`config.mk`:
```
export PLATFORM = sky130hd
export DESIGN_NAME = vint_accept_unit
export DESIGN_NICKNAME = d
export VERILOG_FILES = /design/src/rtl/vau_pkg.sv /design/src/rtl/vau_nmi_latch.sv /design/src/rtl/vau_prio_pick.sv /design/src/rtl/vau_ctrl.sv /design/src/rtl/vint_accept_unit.sv
export SDC_FILE = /design/constraint.sdc
export NUM_CORES = 1
export LEC_CHECK = 0
export BUFFER_PORTS_ARGS = -buffer_cell sky130_fd_sc_hd__clkbuf_2
export CAP_MARGIN = 20
export CORE_MARGIN = 10
export CORE_UTILIZATION = 45
export CTS_BUF_LIST = sky130_fd_sc_hd__clkbuf_8
export CTS_CLUSTER_DIAMETER = 200
export DETAILED_ROUTE_END_ITERATION = 10
export GPL_ROUTABILITY_DRIVEN = 0
export MAX_ROUTING_LAYER = met4
export PLACE_DENSITY = 0.81
export SLEW_MARGIN = 25
export SYNTH_ARGS = -nofsm -noshare
export SYNTH_HDL_FRONTEND = slang
export SYNTH_SLANG_ARGS = --single-unit
```
`constraint.sdc`:
```
create_clock -name clk -period 4.5 [get_ports clk]
set_input_delay 0.45 -clock clk [delete_from_list [all_inputs] [get_ports clk]]
set_output_delay 0.45 -clock clk [all_outputs]
set_load 0.01 [all_outputs]
```
`src/rtl/vau_pkg.sv`:
```
package vau_pkg;

    localparam int LVL_N  = 5;
    localparam int ADDR_W = 16;
    localparam int OP_W   = 8;
    localparam int FIX_N  = 3;

    typedef enum logic [2:0] {
        LVL_GEN = 3'd0,
        LVL_R55 = 3'd1,
        LVL_R65 = 3'd2,
        LVL_R75 = 3'd3,
        LVL_NMI = 3'd4
    } lvl_e;

    typedef logic [LVL_N-1:0] lvl_mask_t;

    typedef struct packed {
        logic valid;
        lvl_e lvl;
    } pick_t;

    typedef struct packed {
        logic [ADDR_W-1:0] vector;
        logic [ADDR_W-1:0] ret_addr;
    } xfer_t;

    // Twice the restart number; always odd for the half-numbered levels.
    function automatic logic [4:0] twice_restart(lvl_e l);
        logic [4:0] r;
        unique case (l)
            LVL_NMI: r = 5'd9;
            LVL_R75: r = 5'd15;
            LVL_R65: r = 5'd13;
            LVL_R55: r = 5'd11;
            default: r = 5'd0;
        endcase
        return r;
    endfunction

    // Restart number times eight, i.e. twice the number times four.
    function automatic logic [ADDR_W-1:0] level_vector(lvl_e l, logic [OP_W-1:0] op);
        logic [ADDR_W-1:0] v;
        if (l == LVL_GEN)
            v = {{(ADDR_W-6){1'b0}}, op[5:3], 3'b000};
        else
            v = {{(ADDR_W-7){1'b0}}, twice_restart(l), 2'b00};
        return v;
    endfunction

    function automatic lvl_mask_t top_bit(lvl_mask_t m);
        lvl_mask_t r;
        logic      seen;
        r    = '0;
        seen = 1'b0;
        for (int i = LVL_N - 1; i >= 0; i--) begin
            if (m[i] && !seen) begin
                r[i] = 1'b1;
                seen = 1'b1;
            end
        end
        return r;
    endfunction

endpackage

```
`src/rtl/vau_nmi_latch.sv`:
```
module vau_nmi_latch (
    input  logic clk,
    input  logic rst,
    input  logic nmi_in,
    input  logic taken,
    output logic pend
);

    logic nmi_q;

    always_ff @(posedge clk) begin
        if (rst) begin
            nmi_q <= 1'b0;
            pend  <= 1'b0;
        end else begin
            nmi_q <= nmi_in;
            if (nmi_in && !nmi_q)
                pend <= 1'b1;
            else if (taken)
                pend <= 1'b0;
        end
    end

endmodule

```
`src/rtl/vau_prio_pick.sv`:
```
module vau_prio_pick
    import vau_pkg::*;
(
    input  lvl_mask_t req,
    input  lvl_mask_t busy,
    output pick_t     pick
);

    lvl_mask_t eligible;

    // A level is eligible only when nothing at or above it is in service.
    for (genvar i = 0; i < LVL_N; i++) begin : g_elig
        assign eligible[i] = req[i] & ~(|busy[LVL_N-1:i]);
    end

    always_comb begin
        pick = '0;
        for (int i = 0; i < LVL_N; i++) begin
            if (eligible[i]) begin
                pick.valid = 1'b1;
                pick.lvl   = lvl_e'(3'(i));
            end
        end
    end

endmodule

```
`src/rtl/vau_ctrl.sv`:
```
module vau_ctrl
    import vau_pkg::*;
(
    input  logic      clk,
    input  logic      rst,
    input  logic      ei,
    input  logic      di,
    input  logic      halt_req,
    input  logic      ret,
    input  logic      accept,
    input  lvl_e      acc_lvl,
    output logic      ie,
    output logic      halted,
    output lvl_mask_t busy
);

    lvl_mask_t retire;
    lvl_mask_t grant;

    always_comb begin
        retire = ret    ? top_bit(busy)               : '0;
        grant  = accept ? (lvl_mask_t'(1) << acc_lvl) : '0;
    end

    always_ff @(posedge clk) begin
        if (rst) begin
            ie     <= 1'b0;
            halted <= 1'b0;
            busy   <= '0;
        end else begin
            busy <= (busy & ~retire) | grant;
            if (accept || di)
                ie <= 1'b0;
            else if (ei)
                ie <= 1'b1;
            if (accept)
                halted <= 1'b0;
            else if (halt_req)
                halted <= 1'b1;
        end
    end

endmodule

```
`src/rtl/vint_accept_unit.sv`:
```
module vint_accept_unit
    import vau_pkg::*;
(
    input  logic              clk,
    input  logic              rst,
    input  logic              nmi_req,
    input  logic [FIX_N-1:0]  fixed_req,
    input  logic              gen_req,
    input  logic [OP_W-1:0]   gen_opcode,
    input  logic              ei_strobe,
    input  logic              di_strobe,
    input  logic              insn_boundary,
    input  logic              ret_strobe,
    input  logic              halt_strobe,
    input  logic [ADDR_W-1:0] next_pc,
    output logic              take_valid,
    output logic [ADDR_W-1:0] push_addr,
    output logic [ADDR_W-1:0] vector_addr,
    output logic              int_enable,
    output logic              halted,
    output logic [LVL_N-1:0]  in_service
);

    logic      nmi_pend;
    lvl_mask_t req;
    pick_t     pick;
    logic      accept;
    xfer_t     xfer;

    vau_nmi_latch u_nmi (
        .clk    (clk),
        .rst    (rst),
        .nmi_in (nmi_req),
        .taken  (accept && pick.lvl == LVL_NMI),
        .pend   (nmi_pend)
    );

    // Maskable levels sit between the general request and the non-maskable one.
    assign req[LVL_NMI] = nmi_pend;
    assign req[LVL_GEN] = gen_req & int_enable;
    for (genvar k = 0; k < FIX_N; k++) begin : g_fix
        assign req[k+1] = fixed_req[k] & int_enable;
    end

    vau_prio_pick u_pick (
        .req  (req),
        .busy (in_service),
        .pick (pick)
    );

    assign accept = pick.valid && (insn_boundary || halted);

    vau_ctrl u_ctrl (
        .clk      (clk),
        .rst      (rst),
        .ei       (ei_strobe),
        .di       (di_strobe),
        .halt_req (halt_strobe),
        .ret      (ret_strobe),
        .accept   (accept),
        .acc_lvl  (pick.lvl),
        .ie       (int_enable),
        .halted   (halted),
        .busy     (in_service)
    );

    always_ff @(posedge clk) begin
        if (rst) begin
            take_valid <= 1'b0;
            xfer       <= '0;
        end else begin
            take_valid <= accept;
            if (accept) begin
                xfer.vector   <= level_vector(pick.lvl, gen_opcode);
                xfer.ret_addr <= next_pc;
            end
        end
    end

    assign push_addr   = xfer.ret_addr;
    assign vector_addr = xfer.vector;

endmodule

```
==> impl_metrics.yaml <==
outcome:
  status: "completed"
finish:
  fillCellCount: 280
  multi_input_area_sq_um: 664
  fin_nets: 248
  utilization: 0.602
  layoutNonFillerInstCount: 244
  syn_to_final_growth_pct: 24.4
  drive_above_1_share: 0.343
  seqCellArea_sq_um: 601
  num_antenna_cells: 0
placement:
  post-place-cells: 236
  dp_hpwl_um: 2850
  io_buffers: 58
clocking:
  clkTransAtPathRegs_ns: 0.06
  cts_root_buf: "clkbuf_8"
  cts_num_sinks: 30
  cts_tree: "done"
  postCtsHoldBufs: 0
  clock_path_buffers: 2
  cts_buffers: 5
  cts_setup_buffers: 0
  worst_skew_pair.late_latency_ns: 0.28
  htree_levels: 2
  post_cts_resized: 0
detailed_routing:
  viasPerCell: 5.40
  drc: 0
  dr_total_vias: 1317
  drt_first_pass_iters: 4
  wl_per_cell_um: 15.8
  ant_nets: 0
  routed_wl_um: 3860
  drt-initial-drc-count: 67
synthesis:
  yosys.area.top_type_share: 0.438
  syn_inst: 159
  synth_top_area_cell: "dfxtp_1"
  syn_area_sq_mm: 0.00137
  ys_ff_latch: 30
  yosysSeqAreaShare: 0.438
  yosys_most_used_dff: "dfxtp_1"
  yosys-top-cells-area: "dfxtp_1 44%, o211ai_1 8.8%, a21oi_1 8.0%"
  synth_area_per_cell_sq_um: 8.62
  synthDistinctLibCells: 33
  synthTopCellsByCount: "30 x dfxtp_1, 22 x a21oi_1, 17 x nand3_1, 16 x o211ai_1"
  synth_warnings: 0
  synth_most_common_cell: "dfxtp_1"
  async_reset_ff_frac: 0
  synth_edf_count: 0
floorplanning:
  rows: 19
  die_w_um: 75.2
  num_io_pins: 76
  dieArea_sq_mm: 0.00565
  core_sq_mm: 0.00283
  die_y_um: 75.2
  initial_utilization: 0.484
hold_path:
  min_to: "u_ctrl.ie"
  min_path_type: "in -> reg"
  worst_hold_startpoint: "di_strobe"
  hold-path-cell-count: 2
sta:
  fin_tns_setup_ns: 0
  worst_clock_skew_ns: 0.00348
  rsz0062_at_grt: "false"
  fmax_mhz: 424
  worst_pin_slew_ns: 0.895
  period_needed_ns: 2.36
  max-slew-margin-rel: 0.403
  hold_viol: 0
  period_share: 0.525
  drv_slew: 0
  setup_violations: 0
worst_setup_path:
  cp_data_arrival_time_ns: 2.57
  crit_slowest_cell: "a311o_1"
  reg2reg_depth: 4
  reg2reg_slack_ns: 2.14
  worstSetupEndpointType: "flip-flop"
  start_kind: "flip-flop"
  path_cells: "or4b_4, a311o_1, or4b_1, a21oi_1"
  r2r_end: "u_ctrl.busy[1]"
  slowest_delay_ns: 0.64
  path_max_fanout: 23
  required_ns: 4.70
  criticalPathCategory: "reg -> reg"
  r2r-start: "u_ctrl.busy[4]"
pwr:
  leakagePower_nw: 0.773
  peakVddDrop_mv: 0.211
  p_per_area_mw_per_mm2: 364
global_route:
  grt_max_degree: 30
  grt_pass1_wl_um: 6150
  grt_pass1_vias: 1322
  grt_overflow: 0
  antenna_found_initial: 0
  grt_use_total: 0.145
job:
  maxCapViolations: 0
==> final cells by class <==
class | count | area share
Inverter | 3 | 0.00661
Multi-Input combinational cell | 113 | 0.390
Clock inverter | 2 | 0.00514
Clock buffer | 6 | 0.0485
Timing Repair Buffer | 59 | 0.175
Sequential cell | 30 | 0.352
Tap cell | 31 | 0.0228
==> worst max-delay path, delay by kind of cell (launching register included) <==
family             cells  cell delay, ns
AOI/OAI and AO/OA      2            0.78
DFF                    1            0.38
and+or+nand+nor        2            1.12
==> stage by stage <==
stage	power [W]	worst slack, ns	instance area [sq um]	hold slack (ns)
after floorplan	0.000374	2.55	1410	0.452
after global placement	0.000408	2.03	1610	0.454
after detailed placement	0.000409	2.03	1610	0.458
after CTS	0.000626	2.14	1700	0.326
after global routing	0.000655	1.91	1700	0.323
final	0.000621	2.14	1700	0.329
==> cells by family (layout without fill, tap and decap cells) <==
family	count (synthesis)	count (layout)	share of synthesized area
compound gates	51	51	0.245
flops	30	30	0.438
other cells	1	12	0.00274
buf+inv	27	70	0.107
simple gates	50	50	0.207
==> sequential cells by signal, summed over array words and instances, names as in the netlist <==
name	count
u_ctrl.ie	1
u_ctrl.busy	5
vector_addr	4
push_addr	16
u_nmi.pend	1
u_nmi.nmi_q	1
take_valid	1
u_ctrl.halted	1
==> how the worst max path moves through the flow <==
stage / slack (ns) / endpoint / startpoint
after CTS: 2.14 / u_ctrl.busy[1] / u_ctrl.busy[2]
after floorplan: 2.55 / u_ctrl.busy[1] / gen_req
after global routing: 1.91 / vector_addr[3] / u_ctrl.busy[4]
after detailed placement: 2.03 / vector_addr[4] / gen_req
final: 2.14 / u_ctrl.busy[1] / u_ctrl.busy[4]
after global placement: 2.03 / vector_addr[4] / gen_req
==> cell usage in the layout (no fill, tap or decap), types with 4 or more instances in the layout <==
cell type	Yosys	final
clkbuf_2	0	58
dfxtp_1	30	30
a21oi_1	22	22
nand3_1	17	17
o211ai_1	16	16
conb_1	1	12
nor2_1	7	7
nand2_1	7	7
clkbuf_8	0	6
inv_1	3	4
==> layer usage <==
layer,global-route usage,part of all wire,vias to the layer above
met4,0.0557,0.011,0
met5,-,0,-
met3,0.0460,0.075,6
li1,-,-,667
met2,0.236,0.49,46
met1,0.161,0.43,598
==> where the power goes <==
part	leakage, nW	internal (W)	switching, W
sequential	0.245	0.000284	0.0000100
combinational	0.476	0.0000434	0.0000661
clock	0.0524	0.000121	0.0000969
total	0.773	0.000448	0.000173
Power figures use the tool's default switching activity.
